$ cat src/rtl/nfb_pkg.sv
package nfb_pkg;
  parameter int unsigned CNT_W = 8;

  typedef enum logic [2:0] {
    OP_CMD   = 3'd0,
    OP_ADDR  = 3'd1,
    OP_WDATA = 3'd2,
    OP_RDATA = 3'd3,
    OP_WAIT  = 3'd4
  } op_e;

  typedef enum logic [2:0] {
    ST_IDLE, ST_WLO, ST_WHI, ST_RLO, ST_RHI, ST_BDLY, ST_BWAIT
  } st_e;

  typedef struct packed {
    logic [CNT_W-1:0] wr_lo;
    logic [CNT_W-1:0] wr_hi;
    logic [CNT_W-1:0] rd_lo;
    logic [CNT_W-1:0] rd_hi;
    logic [CNT_W-1:0] rd_acc;
    logic [CNT_W-1:0] ce_acc;
  } tprof_t;

  // counter preload: a phase of v cycles, 0 treated as 1
  function automatic logic [CNT_W-1:0] preload(input logic [CNT_W-1:0] v);
    return (v == '0) ? '0 : v - CNT_W'(1);
  endfunction
endpackage

$ cat src/rtl/nfb_timing_sel.sv
module nfb_timing_sel
  import nfb_pkg::*;
(
  input  tprof_t nom,
  input  tprof_t rlx,
  input  logic   use_rlx,
  output tprof_t sel
);
  always_comb begin
    sel = use_rlx ? rlx : nom;
  end
endmodule

$ cat src/rtl/nfb_rb_sync.sv
module nfb_rb_sync #(
  parameter int unsigned STAGES = 2
) (
  input  logic clk,
  input  logic rst_n,
  input  logic rb_n_in,
  output logic rb_ready
);
  logic [STAGES-1:0] sh_q;
  logic [STAGES-1:0] sh_d;

  always_comb begin
    sh_d = {sh_q[STAGES-2:0], rb_n_in};
  end

  always_ff @(posedge clk or negedge rst_n) begin
    if (!rst_n) sh_q <= '1;
    else        sh_q <= sh_d;
  end

  assign rb_ready = sh_q[STAGES-1];
endmodule

$ cat src/rtl/nfb_cycle_fsm.sv
module nfb_cycle_fsm
  import nfb_pkg::*;
#(
  parameter int unsigned DATA_W = 16,
  parameter int unsigned LEN_W  = 12,
  parameter int unsigned CMD_W  = 8
) (
  input  logic              clk,
  input  logic              rst_n,
  input  logic              req_valid,
  output logic              req_ready,
  input  logic [2:0]        req_op,
  input  logic [DATA_W-1:0] req_data,
  input  logic [LEN_W-1:0]  req_len,
  input  tprof_t            prof,
  input  logic [CNT_W-1:0]  busy_dly,
  input  logic              rb_ready,
  input  logic [DATA_W-1:0] io_in,
  output logic              ce_n,
  output logic              cle,
  output logic              ale,
  output logic              we_n,
  output logic              re_n,
  output logic              io_oe,
  output logic [DATA_W-1:0] io_out,
  output logic [DATA_W-1:0] rd_data,
  output logic              rd_valid,
  output logic              done
);
  st_e               st_q, st_d;
  logic [CNT_W-1:0]  cnt_q, cnt_d;
  logic [CNT_W-1:0]  acc_q, acc_d;
  logic              smp_q, smp_d;
  logic [LEN_W-1:0]  rem_q, rem_d;
  op_e               op_q, op_d;
  logic [DATA_W-1:0] dat_q;
  tprof_t            prof_q;
  logic [DATA_W-1:0] rdat_q;
  logic              rdv_q, rdv_d;
  logic              done_q, done_d;
  logic              accept, cap;
  logic [CNT_W-1:0]  first_acc;
  logic [DATA_W-1:0] cmd_bus;
  logic              wr_phase;

  assign req_ready = (st_q == ST_IDLE);
  assign accept    = req_ready && req_valid;
  assign first_acc = (prof.rd_acc > prof.ce_acc) ? prof.rd_acc : prof.ce_acc;

  // next-state logic
  always_comb begin
    st_d   = st_q;
    cnt_d  = cnt_q;
    acc_d  = acc_q;
    smp_d  = smp_q;
    rem_d  = rem_q;
    op_d   = op_q;
    rdv_d  = 1'b0;
    done_d = 1'b0;
    cap    = 1'b0;
    if ((st_q == ST_RLO || st_q == ST_RHI) && !smp_q) begin
      if (acc_q == '0) begin
        cap   = 1'b1;
        rdv_d = 1'b1;
        smp_d = 1'b1;
      end else begin
        acc_d = acc_q - CNT_W'(1);
      end
    end
    unique case (st_q)
      ST_IDLE: begin
        if (req_valid) begin
          op_d  = op_e'(req_op);
          rem_d = (req_len == '0) ? LEN_W'(1) : req_len;
          case (op_e'(req_op))
            OP_CMD, OP_ADDR, OP_WDATA: begin
              st_d  = ST_WLO;
              cnt_d = preload(prof.wr_lo);
            end
            OP_RDATA: begin
              st_d  = ST_RLO;
              cnt_d = preload(prof.rd_lo);
              acc_d = preload(first_acc);
              smp_d = 1'b0;
            end
            OP_WAIT: begin
              st_d  = ST_BDLY;
              cnt_d = preload(busy_dly);
            end
            default: done_d = 1'b1;
          endcase
        end
      end
      ST_WLO: begin
        if (cnt_q == '0) begin
          st_d  = ST_WHI;
          cnt_d = preload(prof_q.wr_hi);
        end else cnt_d = cnt_q - CNT_W'(1);
      end
      ST_WHI: begin
        if (cnt_q == '0) begin
          st_d   = ST_IDLE;
          done_d = 1'b1;
        end else cnt_d = cnt_q - CNT_W'(1);
      end
      ST_RLO: begin
        if (cnt_q == '0) begin
          st_d  = ST_RHI;
          cnt_d = preload(prof_q.rd_hi);
        end else cnt_d = cnt_q - CNT_W'(1);
      end
      ST_RHI: begin
        if (cnt_q != '0) begin
          cnt_d = cnt_q - CNT_W'(1);
        end else if (smp_q || cap) begin
          if (rem_q == LEN_W'(1)) begin
            st_d   = ST_IDLE;
            done_d = 1'b1;
          end else begin
            rem_d = rem_q - LEN_W'(1);
            st_d  = ST_RLO;
            cnt_d = preload(prof_q.rd_lo);
            acc_d = preload(prof_q.rd_acc);
            smp_d = 1'b0;
          end
        end
      end
      ST_BDLY: begin
        if (cnt_q == '0) st_d = ST_BWAIT;
        else             cnt_d = cnt_q - CNT_W'(1);
      end
      ST_BWAIT: begin
        if (rb_ready) begin
          st_d   = ST_IDLE;
          done_d = 1'b1;
        end
      end
      default: st_d = ST_IDLE;
    endcase
  end

  // control registers
  always_ff @(posedge clk or negedge rst_n) begin
    if (!rst_n) begin
      st_q   <= ST_IDLE;
      cnt_q  <= '0;
      acc_q  <= '0;
      smp_q  <= 1'b0;
      rem_q  <= '0;
      op_q   <= OP_CMD;
      rdv_q  <= 1'b0;
      done_q <= 1'b0;
    end else begin
      st_q   <= st_d;
      cnt_q  <= cnt_d;
      acc_q  <= acc_d;
      smp_q  <= smp_d;
      rem_q  <= rem_d;
      op_q   <= op_d;
      rdv_q  <= rdv_d;
      done_q <= done_d;
    end
  end

  // data registers with explicit enables
  always_ff @(posedge clk) begin
    if (accept) begin
      dat_q  <= req_data;
      prof_q <= prof;
    end
    if (cap) rdat_q <= io_in;
  end

  generate
    if (DATA_W > CMD_W) begin : g_wide
      assign cmd_bus = {{(DATA_W-CMD_W){1'b0}}, dat_q[CMD_W-1:0]};
    end else begin : g_narrow
      assign cmd_bus = dat_q;
    end
  endgenerate

  assign wr_phase = (st_q == ST_WLO) || (st_q == ST_WHI);
  assign ce_n     = (st_q == ST_IDLE);
  assign we_n     = (st_q != ST_WLO);
  assign re_n     = (st_q != ST_RLO);
  assign cle      = wr_phase && (op_q == OP_CMD);
  assign ale      = wr_phase && (op_q == OP_ADDR);
  assign io_oe    = wr_phase;
  assign io_out   = !wr_phase ? '0 : (op_q == OP_WDATA) ? dat_q : cmd_bus;
  assign rd_data  = rdat_q;
  assign rd_valid = rdv_q;
  assign done     = done_q;


  cle_ale_excl_chk: assert property (@(posedge clk) disable iff (!rst_n)
    !(cle && ale));

  we_commit_chk: assert property (@(posedge clk) disable iff (!rst_n)
    $rose(we_n) |-> (io_oe && $stable(io_out)));

  oe_re_excl_chk: assert property (@(posedge clk) disable iff (!rst_n)
    !(io_oe && !re_n));

  done_pulse_chk: assert property (@(posedge clk) disable iff (!rst_n)
    done |=> !done);

  wait_rb_chk: assert property (@(posedge clk) disable iff (!rst_n)
    (st_q == ST_BWAIT && !rb_ready) |=> !done);

  rd_valid_ce_chk: assert property (@(posedge clk) disable iff (!rst_n)
    rd_valid |-> $past(!ce_n));
endmodule

$ cat src/rtl/nand_bus_seq.sv
module nand_bus_seq
  import nfb_pkg::*;
#(
  parameter int unsigned DATA_W = 16,
  parameter int unsigned LEN_W  = 12
) (
  input  logic              clk,
  input  logic              rst_n,
  input  logic              req_valid,
  output logic              req_ready,
  input  logic [2:0]        req_op,
  input  logic [DATA_W-1:0] req_data,
  input  logic [LEN_W-1:0]  req_len,
  input  logic              cfg_relaxed,
  input  logic [CNT_W-1:0]  cfg_nom_wr_lo,
  input  logic [CNT_W-1:0]  cfg_nom_wr_hi,
  input  logic [CNT_W-1:0]  cfg_nom_rd_lo,
  input  logic [CNT_W-1:0]  cfg_nom_rd_hi,
  input  logic [CNT_W-1:0]  cfg_nom_rd_acc,
  input  logic [CNT_W-1:0]  cfg_nom_ce_acc,
  input  logic [CNT_W-1:0]  cfg_rlx_wr_lo,
  input  logic [CNT_W-1:0]  cfg_rlx_wr_hi,
  input  logic [CNT_W-1:0]  cfg_rlx_rd_lo,
  input  logic [CNT_W-1:0]  cfg_rlx_rd_hi,
  input  logic [CNT_W-1:0]  cfg_rlx_rd_acc,
  input  logic [CNT_W-1:0]  cfg_rlx_ce_acc,
  input  logic [CNT_W-1:0]  cfg_busy_dly,
  output logic              done,
  output logic              rd_valid,
  output logic [DATA_W-1:0] rd_data,
  output logic              nf_ce_n,
  output logic              nf_cle,
  output logic              nf_ale,
  output logic              nf_we_n,
  output logic              nf_re_n,
  output logic [DATA_W-1:0] nf_io_out,
  output logic              nf_io_oe,
  input  logic [DATA_W-1:0] nf_io_in,
  input  logic              nf_rb_n
);
  localparam int unsigned RST_STAGES = 2;

  logic [RST_STAGES-1:0] rsync_q;
  logic                  arst_n;
  tprof_t                nom_p, rlx_p, act_p;
  logic                  rb_ready;

  // asynchronous assert, synchronous release
  always_ff @(posedge clk or negedge rst_n) begin
    if (!rst_n) rsync_q <= '0;
    else        rsync_q <= {rsync_q[RST_STAGES-2:0], 1'b1};
  end
  assign arst_n = rsync_q[RST_STAGES-1];

  assign nom_p = '{wr_lo: cfg_nom_wr_lo, wr_hi: cfg_nom_wr_hi, rd_lo: cfg_nom_rd_lo,
                   rd_hi: cfg_nom_rd_hi, rd_acc: cfg_nom_rd_acc, ce_acc: cfg_nom_ce_acc};
  assign rlx_p = '{wr_lo: cfg_rlx_wr_lo, wr_hi: cfg_rlx_wr_hi, rd_lo: cfg_rlx_rd_lo,
                   rd_hi: cfg_rlx_rd_hi, rd_acc: cfg_rlx_rd_acc, ce_acc: cfg_rlx_ce_acc};

  nfb_timing_sel u_tsel (
    .nom     (nom_p),
    .rlx     (rlx_p),
    .use_rlx (cfg_relaxed),
    .sel     (act_p)
  );

  nfb_rb_sync #(.STAGES(2)) u_rbs (
    .clk      (clk),
    .rst_n    (arst_n),
    .rb_n_in  (nf_rb_n),
    .rb_ready (rb_ready)
  );

  nfb_cycle_fsm #(.DATA_W(DATA_W), .LEN_W(LEN_W)) u_fsm (
    .clk       (clk),
    .rst_n     (arst_n),
    .req_valid (req_valid),
    .req_ready (req_ready),
    .req_op    (req_op),
    .req_data  (req_data),
    .req_len   (req_len),
    .prof      (act_p),
    .busy_dly  (cfg_busy_dly),
    .rb_ready  (rb_ready),
    .io_in     (nf_io_in),
    .ce_n      (nf_ce_n),
    .cle       (nf_cle),
    .ale       (nf_ale),
    .we_n      (nf_we_n),
    .re_n      (nf_re_n),
    .io_oe     (nf_io_oe),
    .io_out    (nf_io_out),
    .rd_data   (rd_data),
    .rd_valid  (rd_valid),
    .done      (done)
  );
endmodule

$ cat config.mk
export PLATFORM = sky130hd
export DESIGN_NAME = nand_bus_seq
export DESIGN_NICKNAME = d
export VERILOG_FILES = /design/src/rtl/nfb_pkg.sv /design/src/rtl/nfb_timing_sel.sv /design/src/rtl/nfb_rb_sync.sv /design/src/rtl/nfb_cycle_fsm.sv /design/src/rtl/nand_bus_seq.sv
export SDC_FILE = /design/constraint.sdc
export NUM_CORES = 1
export LEC_CHECK = 0
export CORE_MARGIN = 4
export CORE_UTILIZATION = 50
export DETAILED_ROUTE_END_ITERATION = 16
export DONT_BUFFER_PORTS = 1
export PLACE_DENSITY = 0.68
export SETUP_SLACK_MARGIN = 0.1
export SYNTH_ARGS = -nofsm -noshare
export SYNTH_HDL_FRONTEND = slang
export SYNTH_SLANG_ARGS = --single-unit
$ cat constraint.sdc
create_clock -name clk -period 1.7 [get_ports clk]
set_input_delay 0.085 -clock clk [delete_from_list [all_inputs] [get_ports clk]]
set_output_delay 0.085 -clock clk [all_outputs]
set_load 0.02 [all_outputs]
---- Yosys cells after proc, flatten, opt, wreduce, memory -nomap -nowiden ----
Cells that the tools add are included.
word-level totals
  input bits .............................. 156
  register bits after elaboration ......... 105
  output and inout port bits .............. 41
  word-level logic and storage cells ...... 152
operators by class
  equality and inequality tests ........... 28
  magnitude comparators ................... 1
  reductions and logical operators ........ 32
  add/sub/neg operators ................... 11
  muxes and demuxes ....................... 64
operators with widths
  operator               count
  $mux 8                 23
  $logic_not 8->1        10
  $sub 8x1->8 const B    10
  $mux 12                5
  $mux 48                1
  $pmux 8 s5             1
  $mux 16                2
  $mux 3                 8
  $pmux 12 s2            1
  $pmux 8 s3             1
  $pmux 3 s7             1
  $mux 1                 16
  $pmux 8 s2             1
  $eq 3x2->1 const B     5
  $eq 12x1->1 const B    1
  $eq 3x3->1 const B     4
  $logic_not 12->1       1
  $ne 2x2->1 const B     6
  $sub 12x1->12 const B  1
  $eq 3x1->1 const B     3
  $logic_not 3->1        3
  $pmux 3 s3             1
  $reduce_and 9->1       1
  $gt 8x8->1             1
  other kinds (20)       29

---- Depth between registers and ports, before layout ----
Gate-level depths: netlist of the first run.
  word-level depth ........................ 8
  gate-level depth with buffers ........... 20

---- Cells and area by module ----
Synthesis of the first run repeated with hierarchy kept, for this count alone.
unflattened totals
  cells, all modules ...................... 751
  area, all modules ....................... 7360.8 sq um
modules (own cells, without submodules)
  module          instances  cells an instance  area an instance (sq um)
  nfb_cycle_fsm   1          693                6595.1
  nfb_timing_sel  1          53                 659.4
  nand_bus_seq    1          3                  53.8
  nfb_rb_sync     1          2                  52.6

---- Worst setup path before layout of the first run ----
Ideal clock, no wire load.
  path type ............................... input to register
  from .................................... input cfg_relaxed
  to ...................................... register u_fsm.acc_q[4]
  setup time .............................. 0.138 ns
  data arrival time ....................... 4.261 ns
  data required time ...................... 1.562 ns
  cell stages on the path ................. 19
  path buffers ............................ 7
  slack ................................... -2.698 ns
  cells stage by stage .................... buf_2 -> buf_2 -> buf_2 -> buf_2 -> buf_1 -> mux2_2 -> ha_1 -> nor2b_1 -> o211ai_1 -> a21oi_1 -> o31ai_2 -> buf_2 -> mux2i_1 -> ha_1 -> buf_1 -> nand2_1 -> mux2_2 -> a22oi_1 -> o21ai_0
RTL lines
  element               line                  text
  from (decl)           nand_bus_seq.sv:14    input logic cfg_relaxed,
  to (signal assigned)  nfb_cycle_fsm.sv:147  acc_q <= '0;
  to (signal assigned)  nfb_cycle_fsm.sv:156  acc_q <= acc_d;
  to (decl)             nfb_cycle_fsm.sv:32   logic [CNT_W-1:0] acc_q, acc_d;

---- Final worst setup path of the first run ----
  from .................................... register u_fsm.st_q[1]
  to ...................................... register u_fsm.cnt_q[2]
between the ends
  cells in the longest elaborated chain, start to end .. 7
  elaborated cells between the ends (all ways) .. 19
RTL lines
  element                                   line                                      text
  from (decl)                               nfb_cycle_fsm.sv:30                       st_e st_q, st_d;
  from (signal assigned)                    nfb_cycle_fsm.sv:154                      st_q <= st_d;
  $eq 3x2->1 or $eq 3x3->1 (tied branches)  nfb_cycle_fsm.sv:61, nfb_cycle_fsm.sv:70
  $logic_or 1x1->1                          nfb_cycle_fsm.sv:61                       if ((st_q == ST_RLO || st_q == ST_RHI) && !smp_q) begin
  $logic_and 1x1->1                         nfb_cycle_fsm.sv:61
  $mux 1                                    nfb_cycle_fsm.sv:61
  $logic_or 1x1->1                          nfb_cycle_fsm.sv:115                      end else if (smp_q || cap) begin
  $ne 3x3->1 (no line)                      --
  $reduce_and 6->1 (no line)                --
  to (signal assigned)                      nfb_cycle_fsm.sv:155                      cnt_q <= cnt_d;
  to (decl)                                 nfb_cycle_fsm.sv:31                       logic [CNT_W-1:0] cnt_q, cnt_d;
Several ways; a longest one is shown, not always the timed one.
A chain may end at the register's enable or synchronous reset.

==> flow_summary.toml, run 1 <==
[job]
cap_violations = 0

[global_routing]
grt_pass1_vias = 7774
grt_pass1_wl_mm = 38.88
antenna_found_initial = 4
grt_max_degree = 80
grt_use_total = 0.2944
grt-ovfl-total = 0

[clocking]
cts_tree = "built"
htree_levels = 3
path_clk_slew_ns = 0.08
clk_path_buf_depth = 2
cts-root-buf = "clkbuf_16"
clock_latency_ns = 0.37
cts.sinks = 105
cts_inserted_buffers = 9

[worst_hold_path]
whs_path_depth = 2
min_path_type = "primary input to register"
hold_path_end = "u_fsm.prof_q[27]$_DFFE_PP_"
hold_start = "cfg_nom_rd_lo[3]"

[logic_synthesis]
yosys.area.top_type = "edfxtp_1"
synth_cell_types = 66
seq_area_frac_synth = 0.3997
netlist_instances = 781
synth-seq-cells = 105
synthFlopType = "edfxtp_1"
netlist_area_um2 = 7382
async_reset_ff_frac = 0.3905
syn_nets = 966
ys_warn_count = 0
syn_avg_cell_area_um2 = 9.452
synth_area_leaders = "edfxtp_1 (26%), dfrtp_1 (13%), ha_1 (4.9%), mux2_2 (4.9%), mux2i_1 (4.3%)"
synth_edf_count = 64
yosysMostFrequentCell = "nor2_1"
ys_top_cells_by_count = "nor2_1 (72), edfxtp_1 (64), nand2_1 (58), a21oi_1 (51), o21ai_0 (48)"
synth_top_area_frac = 0.2603

[placed_design]
gp_congestion = 0.9265
portBuffers = 0
dp_hpwl_mm = 16.85
pre_cts_slack_ns = -0.9917
dp.cells = 1106
placed_area_um2 = 8987

[worst_setup_path]
critical_path.max_stage_delay_ns = 0.45
crit_required_ns = 1.95
critPathArrivalTime_ns = 2.53
r2r-end = "u_fsm.cnt_q[2]$_DFFE_PN0P_"
critPathKind = "register to register"
critPathSlowestCell = "a2111oi_4"
ff2ff_setup_slack_ns = -0.58
rr_worst_depth = 7
cp_max_fo = 7
cp-end-kind = "register"
crit_chain = "or3b_4 -> a2111oi_4 -> o21ai_2 -> o211ai_4 -> nand3_4 -> o21bai_1 -> a22o_1"
critPathLaunchType = "register"
r2r_start = "u_fsm.st_q[1]$_DFFE_PN0P_"

[finish]
layout-drive-gt1-share = 0.3355
area_growth_pct = 52.22
fin_cells = 1256
post-route-util = 0.7761
final_area_um2 = 11240
nNetsFinal = 1250

[run_status]
status = "finished with violations"
violations = "setup timing"

[die]
core_area_um2 = 14480
die-area_um2 = 16770
num_rows = 44
die_x_um = 129.5
fp.dieH_um = 129.5
start_util = 0.5099
ios = 197

[pwr]
power_mw = 13.44
vdd_drop_max_uv = 671.5
power_leakage_nw = 4.563
pwr_density_cell_nw_per_um2 = 1196

[detailed_routing]
dr.first_iter.drc_count = 564
drc = 0
antenna_left = 0
route.vias.total = 7491
wl_mm = 25.19
viasPerCell = 5.964
drt-wirelength-per-cell_um = 20.06
drtPass1Iterations = 7

[timing]
finClkSkew_ns = 0.01341
period_share = 1.340
final_hold_viol_count = 0
hold_ws_ns = 0.01876
finalSetupViolCount = 121
rsz0062_at_grt = "true"
setup_ws_ns = -0.5773
slew_violations = 0
min_period_ns = 2.277
tns_ns = -42.22
fmaxAchievable_ghz = 0.4391
slew_headroom = 0.6206
worst_pin_slew_ns = 0.5691
==> registers in the layout, summed over array words and instances (netlist names) <==
signal / flops
u_fsm.rd_data: 16
rsync_q: 2
u_fsm.dat_q: 16
u_fsm.st_q: 3
u_fsm.done: 1
u_fsm.cnt_q: 8
u_rbs.sh_q: 2
u_fsm.rd_valid: 1
u_fsm.prof_q: 32
u_fsm.smp_q: 1
u_fsm.rem_q: 12
u_fsm.op_q: 3
u_fsm.acc_q: 8
==> how the worst max path moves through the flow <==
stage	start	endpoint	slack (ns)	cells past startpoint
2_1_floorplan	cfg_relaxed	u_fsm.acc_q[6]$_DFF_PN0_	-1.78	19
3_3_place_gp	cfg_relaxed	u_fsm.acc_q[4]$_DFF_PN0_	-0.91	12
3_5_place_dp	cfg_relaxed	u_fsm.acc_q[6]$_DFF_PN0_	-0.99	12
4_1_cts	u_fsm.st_q[1]$_DFFE_PN0P_	u_fsm.cnt_q[2]$_DFFE_PN0P_	-0.54	7
5_1_grt	u_fsm.st_q[1]$_DFFE_PN0P_	u_fsm.cnt_q[2]$_DFFE_PN0P_	-0.67	7
6_report	u_fsm.st_q[1]$_DFFE_PN0P_	u_fsm.cnt_q[2]$_DFFE_PN0P_	-0.58	7
==> critical path: cells and delay by family (launching register included) <==
family	cells	cell delay (ns)
AOI/OAI and AO/OA	5	1.17
and+or+nand+nor	2	0.60
DFF	1	0.39
==> timing repair <==
| action | CTS | global route |
|---|---|---|
| setup endpoints to repair | 124 | 124 |
| cloned | 10 | 1 |
| gates resized for setup | 116 | 28 |
| hold buffers | 87 | 1 |
| endpoints found under the hold margin | 68 | 1 |
| pin swaps | 39 | 18 |
| setup buffers | 29 | 7 |
==> report_power, final <==
| group | switching (mW) | internal, mW | leakage, nW |
|---|---|---|---|
| Clock | 0.985 | 1.24 | 0.150 |
| Combinational | 3.68 | 3.81 | 3.35 |
| Sequential | 0.427 | 3.30 | 1.06 |
| Total | 5.10 | 8.35 | 4.56 |
==> per-layer routing <==
layer	global-route usage	routed length [um]	vias to the layer above
li1	-	-	3470
met1	0.3504	9798	3599
met2	0.5271	12730	348
met3	0.05977	1867	70
met4	0.1064	766	4
met5	0	27	-
==> area by class of cell <==
cell class,count,area (um2)
multi-input combinational,607,4669
fill,927,3242
sequential,105,2952
timing repair buffer,303,2917
clock buffer,13,261.5
tap,184,230.2
inverter,39,155.1
clock inverter,3,47.55
antenna,2,5.005
==> logic make-up after synthesis <==
| logic type | count (synthesis) | share of synthesized area |
|---|---|---|
| buffers and inverters | 70 | 0.04119 |
| DFF | 105 | 0.3997 |
| other | 1 | 0.0005080 |
| muxes | 64 | 0.09220 |
| xor gates and xnor gates | 49 | 0.05814 |
| adders and majority gates | 29 | 0.04915 |
| AOI/OAI and AO/OA | 196 | 0.1729 |
| and+or+nand+nor | 267 | 0.1863 |
==> placed cells by master (no fill, tap or decap), types with 5 or more instances in the layout <==
cell type,netlist,routed
o221ai_1,10,9
mux2i_1,32,29
and2_4,0,17
o21ai_1,4,21
o211ai_1,10,10
xor2_1,20,20
buf_12,0,9
buf_4,1,165
inv_1,39,36
nor2_1,72,68
buf_16,0,8
o32ai_1,5,5
dfrtp_1,39,38
buf_6,3,29
edfxtp_1,64,64
xnor2_1,29,28
nand2b_1,12,11
nor4_1,16,16
o21ai_2,1,12
ha_1,29,25
a21oi_1,51,43
mux2_2,32,29
nand2_1,58,55
o21ai_0,48,19
nor3_1,31,28
o22ai_1,13,11
nor3b_1,11,11
a31oi_1,8,8
clkbuf_16,0,11
o31ai_1,7,6
dlygate4sd3_1,0,88
nand3_1,8,6
nor2b_1,6,6
Power figures use the tool's default switching activity.
==> run 2, diff against run 1 <==
- ABC_AREA: not set -> 1
- CAP_MARGIN: not set -> 25
==> run 2 against run 1 <==
The run ends with hold timing, setup timing left. Clock power is 9.0% lower. Critical path depth is 5 higher. Combinational power is 60% lower. Non-clock buffer count is 54 higher. Critical endpoint is now u_fsm.acc_q[7]$_DFF_PN0_. Clock-buffer cell count is 4 lower. First-iteration DRC count is 9.2% lower.
==> flow_summary.toml, run 2 <==
[run_status]
status = "finished with violations"
violations = "hold timing, setup timing"

[finish]
nNetsFinal = 1508
final_area_um2 = 12130
layout-drive-gt1-share = 0.3848
layout_commonest_cell = "buf_4"
diodes = 0
final_cell_mix = "buf_4 (215), nand2_1 (212), inv_1 (112)"
largest_reg_flops = 32
fin_cells = 1512
largest-register = "u_fsm.prof_q"
area_growth_pct = 63.92

[global_routing]
grt_max_degree = 57
grt_pass1_wl_mm = 38.77
antenna_found_initial = 0
grt-ovfl-total = 0
grt_pass1_vias = 8169
grt_use_total = 0.2905

[die]
fp.dieH_um = 129.6
start_util = 0.5090
ios = 197
num_rows = 44
die-area_um2 = 16800
core_area_um2 = 14530
die_x_um = 129.6

[detailed_routing]
drtPass1Iterations = 7
highest_layer = "met4"
wl_met3_mm = 1.761
route.vias.total = 8182
wl_met2_mm = 13.83
viasPerCell = 5.411
antenna_left = 0
dr.first_iter.drc_count = 512
wl_mm = 26.53
drt-wirelength-per-cell_um = 17.55
drc = 0
wl_met1_mm = 9.892

[logic_synthesis]
ys_top_cells_by_count = "nand2_1 (246), inv_1 (136), nor2_1 (91), nand3_1 (68), edfxtp_1 (64)"
seq_area_frac_synth = 0.3988
synth-adder-area-share = 0.04905
synth_area_leaders = "edfxtp_1 (26%), dfrtp_1 (13%), nand2_1 (12%), inv_1 (6.9%), ha_1 (4.9%)"
synthFlopType = "edfxtp_1"
synth_edf_count = 64
netlist_instances = 969
synth_cell_types = 54
synth_top_area_frac = 0.2598
yosys.area.top_type = "edfxtp_1"
ys_warn_count = 0
async_reset_ff_frac = 0.3905
netlist_area_um2 = 7397
synth_top_family_by_area = "simple AND/OR/NAND/NOR gates"
syn_nets = 1154
syn_avg_cell_area_um2 = 7.634
synth_mux_area_frac = 0.008119
yosysMostFrequentCell = "nand2_1"
synth-seq-cells = 105
synth-simple-area-share = 0.2828
synth_compound_area_frac = 0.1240
synth_xor_area_frac = 0.04381

[clocking]
cts.sinks = 105
clock_latency_ns = 0.37
clk_path_buf_depth = 2
cts-root-buf = "clkbuf_16"
htree_levels = 3
cts_tree = "built"
path_clk_slew_ns = 0.08
cts_inserted_buffers = 9

[worst_hold_path]
whs_path_depth = 2
hold_path_end = "u_fsm.prof_q[28]$_DFFE_PP_"
hold_start = "cfg_rlx_rd_lo[4]"
min_path_type = "primary input to register"

[worst_setup_path]
critPathKind = "register to register"
cp_max_fo = 3
critPathArrivalTime_ns = 2.28
critPathLaunchType = "register"
r2r_start = "u_fsm.st_q[1]$_DFFE_PN0P_"
r2r-end = "u_fsm.acc_q[7]$_DFF_PN0_"
cp-end-kind = "register"
rr_worst_depth = 12
ff2ff_setup_slack_ns = -0.33
crit_required_ns = 1.95

[timing]
worst_pin_slew_ns = 0.7702
fmaxAchievable_ghz = 0.4926
finalSetupViolCount = 102
setup_ws_ns = -0.3301
final_hold_viol_count = 1
hold_ws_ns = -0.004441
finClkSkew_ns = 0.01252
period_share = 1.194
slew_violations = 0
min_period_ns = 2.030
slew_headroom = 0.4865
rsz0062_at_grt = "true"

[pwr]
pwr_density_cell_nw_per_um2 = 656.9
vdd_drop_max_uv = 439.6
power_leakage_nw = 5.553
power_mw = 7.965

[placed_design]
placed_area_um2 = 9209
gp_congestion = 0.9003
dp_hpwl_mm = 15.32
dp.cells = 1342
pre_cts_slack_ns = -0.7569
portBuffers = 0

[job]
cap_violations = 0
## run 2: cell count changes in the layout (fill, tap and decap cells not counted), moves of 14 or more
cell,change
nor2_4,+17
a21oi_1,-28
nand3_1,+43
mux2i_1,-24
inv_1,+76
and2_4,-17
mux2_2,-29
nand2_2,+26
nor3_1,-14
nand2_1,+157
xnor2_1,-16
o21ai_0,+14
buf_4,+50
## run 2: cell type report
type	count	area [um2]
Clock buffer	9	225.2
Inverter	146	653.1
Timing Repair Buffer	357	3283
Tap cell	184	230.2
Timing Repair inverter	3	27.53
Clock inverter	7	52.55
Multi-Input combinational cell	701	4700
Fill cell	798	2409
Sequential cell	105	2954
## run 2: where the power goes
| group | internal [mW] | leakage (nW) | switching (mW) |
|---|---|---|---|
| clock | 1.01 | 0.137 | 1.02 |
| combinational | 1.47 | 4.35 | 1.50 |
| sequential | 2.86 | 1.07 | 0.105 |
| total | 5.33 | 5.55 | 2.63 |
## run 2: logic make-up after synthesis
logic type / after synthesis
DFF: 105
AOI/OAI and AO/OA: 147
muxes: 6
adders and majority gates: 29
other: 1
buffers and inverters: 163
xor gates and xnor gates: 37
and+or+nand+nor: 481
## run 2: metal layers
metal  vias to the layer above  GRT usage
li1                       3910          -
met1                      3771     0.3342
met2                       406     0.5308
met3                        95    0.04493
met4                         0     0.1290
met5                         -          0
## run 2: critical path: stages (launching register included)
cell     delay [ns]
dfrtp_2        0.43
buf_6          0.13
nor2_4         0.13
nand2_4        0.09
nand2_4        0.09
nand4_1        0.13
nor2_2         0.14
nand3_1        0.11
o21ai_1        0.15
a21oi_1        0.09
o21ai_1        0.23
buf_4          0.15
nand2_1        0.04
## run 2: per-stage QoR
stage / util / hold slack, ns / TNS [ns]
after floorplan: - / -0.2106 / -25.55
after global placement: 0.6336 / -0.2105 / -8.118
after detailed placement: 0.6336 / -0.2105 / -8.854
after CTS: 0.7914 / 0.001119 / -5.779
after global routing: 0.8343 / 0.03199 / -19.61
final: 0.8343 / -0.004441 / -13.88
## run 2: how the worst max path moves through the flow
stage	start	slack, ns	depth (start not counted)	endpoint
after floorplan	cfg_relaxed	-0.82	25	u_fsm.acc_q[2]$_DFF_PN0_
after global placement	cfg_relaxed	-0.70	19	u_fsm.acc_q[2]$_DFF_PN0_
after detailed placement	cfg_relaxed	-0.76	19	u_fsm.acc_q[0]$_DFF_PN0_
after CTS	cfg_relaxed	-0.27	21	u_fsm.acc_q[3]$_DFF_PN0_
after global routing	u_fsm.st_q[1]$_DFFE_PN0P_	-0.44	12	u_fsm.acc_q[7]$_DFF_PN0_
final	u_fsm.st_q[1]$_DFFE_PN0P_	-0.33	12	u_fsm.acc_q[7]$_DFF_PN0_
## run 2: what timing repair did
item | 4_1_cts | 5_1_grt
endpoints found under the setup margin | 83 | 122
hold buffers | 83 | 0
setup buffers | 45 | 18
cloned | 7 | 4
gates resized for setup | 196 | 121
pin swaps | 44 | 41
hold endpoints to repair | 67 | 0
==> run 3, diff against run 2 <==
- ABC_AREA: 1 -> not set
- CORE_MARGIN: 4 -> not set
- HOLD_SLACK_MARGIN: not set -> 0.05
==> run 3 against run 2 <==
The run ends with setup timing left. First-iteration DRC count increased by 15%. Non-clock buffer count decreased by 54. Sequential cell count unchanged. Cell count decreased by 17%. Combinational power increased by 150%. Via count decreased by 10%. Register-to-register slack got worse by 0.26 ns. Total power increased by 67%. Core utilization decreased by 5.6 points. Clock-buffer cell count unchanged. Critical path depth decreased by 4. Critical path type unchanged. Largest power group unchanged.
==> flow_summary.toml, run 3 (synthesis results as in run 1) <==
[run_status]
status = "finished with violations"
violations = "setup timing"

[timing]
min_period_ns = 2.294
period_share = 1.350
finClkSkew_ns = 0.01090
slew_violations = 0
worst_pin_slew_ns = 0.5168
rsz0062_at_grt = "true"
slew_headroom = 0.6555
hold_ws_ns = 0.05459
final_hold_viol_count = 0
setup_ws_ns = -0.5943
fmaxAchievable_ghz = 0.4359
finalSetupViolCount = 121

[finish]
nNetsFinal = 1250
final_cell_mix = "buf_4 (162), dlygate4sd3_1 (91), nor2_1 (65)"
layout-drive-gt1-share = 0.3505
largest-register = "u_fsm.prof_q"
largest_reg_flops = 32
final_area_um2 = 11270
post-route-util = 0.7783
area_growth_pct = 52.66
layout_commonest_cell = "buf_4"

[worst_setup_path]
crit_required_ns = 1.95
critPathSlowestCell = "or3b_4"
cp_max_fo = 10
crit_chain = "or3b_4 -> a2111oi_4 -> buf_4 -> o21a_4 -> o22ai_4 -> buf_12 -> o21ai_2 -> o21ai_1"
rr_worst_depth = 8
critPathKind = "register to register"
critPathLaunchType = "register"
critical_path.max_stage_delay_ns = 0.43
critPathArrivalTime_ns = 2.54
cp-end-kind = "register"

[pwr]
vdd_drop_max_uv = 570.0
pwr_density_cell_nw_per_um2 = 1179
power_leakage_nw = 4.569

[global_routing]
grt_util_met2 = 0.5286
grt_max_degree = 80
grt-ovfl-total = 0
grt_pass1_vias = 7284
gr-usage-met3 = 0.05535
grt.busiest_layer = "met2"
grt_use_total = 0.3065
antenna_found_initial = 1
met1_usage = 0.3724
grt_pass1_wl_mm = 35.45

[clocking]
htree_levels = 3
path_clk_slew_ns = 0.08
cts-root-buf = "clkbuf_16"
clk_path_buf_depth = 2
cts_inserted_buffers = 9
cts_tree = "built"
cts.sinks = 105
clock_latency_ns = 0.36

[worst_hold_path]
min_path_type = "primary input to register"
whs_path_depth = 2

[detailed_routing]
route.vias.total = 7331
wl_mm = 24.00
drt-wirelength-per-cell_um = 19.12
antenna_left = 0
dr.first_iter.drc_count = 587
drtPass1Iterations = 5
viasPerCell = 5.841
drc = 0

[die]
fp.dieH_um = 123.5
start_util = 0.5099
core_area_um2 = 14480
ios = 197
num_rows = 44
die-area_um2 = 15250
die_x_um = 123.5

[placed_design]
placed_area_um2 = 9012
gp_congestion = 0.8875
dp_hpwl_mm = 16.31
pre_cts_slack_ns = -0.9516
portBuffers = 0

[job]
cap_violations = 0
[run 3: final timing paths]
kind / from / endpoint / slack, ns
hold reg to reg: rsync_q[1]$_DFF_PN0_ / u_fsm.rem_q[7]$_DFFE_PN0P_ / 0.25
max in group asynchronous: rsync_q[1]$_DFF_PN0_ / u_rbs.sh_q[0]$_DFF_PN1_ / 0.87
hold / removal: cfg_nom_rd_lo[2] / u_fsm.prof_q[26]$_DFFE_PP_ / 0.05
setup reg to reg: u_fsm.st_q[0]$_DFFE_PN0P_ / u_fsm.rem_q[2]$_DFFE_PN0P_ / -0.59
min in group asynchronous: rsync_q[1]$_DFF_PN0_ / u_fsm.rem_q[7]$_DFFE_PN0P_ / 0.25
setup / recovery: u_fsm.st_q[0]$_DFFE_PN0P_ / u_fsm.rem_q[2]$_DFFE_PN0P_ / -0.59
[run 3: metrics by stage]
stage | power [mW] | setup TNS [ns] | std cells
after CTS | 12.51 | -37.78 | 1237
after global routing | 13.99 | -51.14 | 1255
after detailed placement | 9.468 | -36.03 | 1106
after floorplan | 7.282 | -38.57 | 781
after global placement | 9.332 | -33.50 | 1106
final | 13.28 | -44.65 | 1255
[run 3: per-layer routing]
layer	share of wire	wire length, um
met1	0.40	9520
met2	0.50	12080
met4	0.031	736
met5	0	0
met3	0.069	1662
[run 3: timing repair]
| action | in CTS | in global routing |
|---|---|---|
| pin swaps | 48 | 23 |
| resized for setup | 112 | 49 |
| hold buffers | 91 | 0 |
| setup buffers | 19 | 17 |
| setup endpoints to repair | 123 | 123 |
| hold endpoints to repair | 71 | 0 |
| cloned | 7 | 3 |
[run 3: final cells by class]
type	instances	area [um2]
Sequential cell	105	2952
Inverter	39	155.1
Antenna cell	1	2.502
Clock buffer	9	225.2
Multi-Input combinational cell	607	4741
Tap cell	184	230.2
Timing Repair Buffer	303	2892
Fill cell	940	3209
Clock inverter	7	72.57
[run 3: critical path: cells and delay by family (launching register included)]
family,cells,cell delay [ns]
AOI/OAI and AO/OA,5,0.96
DFF,1,0.41
buffers and inverters,2,0.38
and+or+nand+nor,1,0.43
[run 3: where the power goes]
group / total [mW] / switching (mW) / internal (mW)
Sequential: 3.75 / 0.451 / 3.29
Clock: 2.11 / 1.07 / 1.04
Combinational: 7.42 / 3.64 / 3.78
Total: 13.3 / 5.17 / 8.11
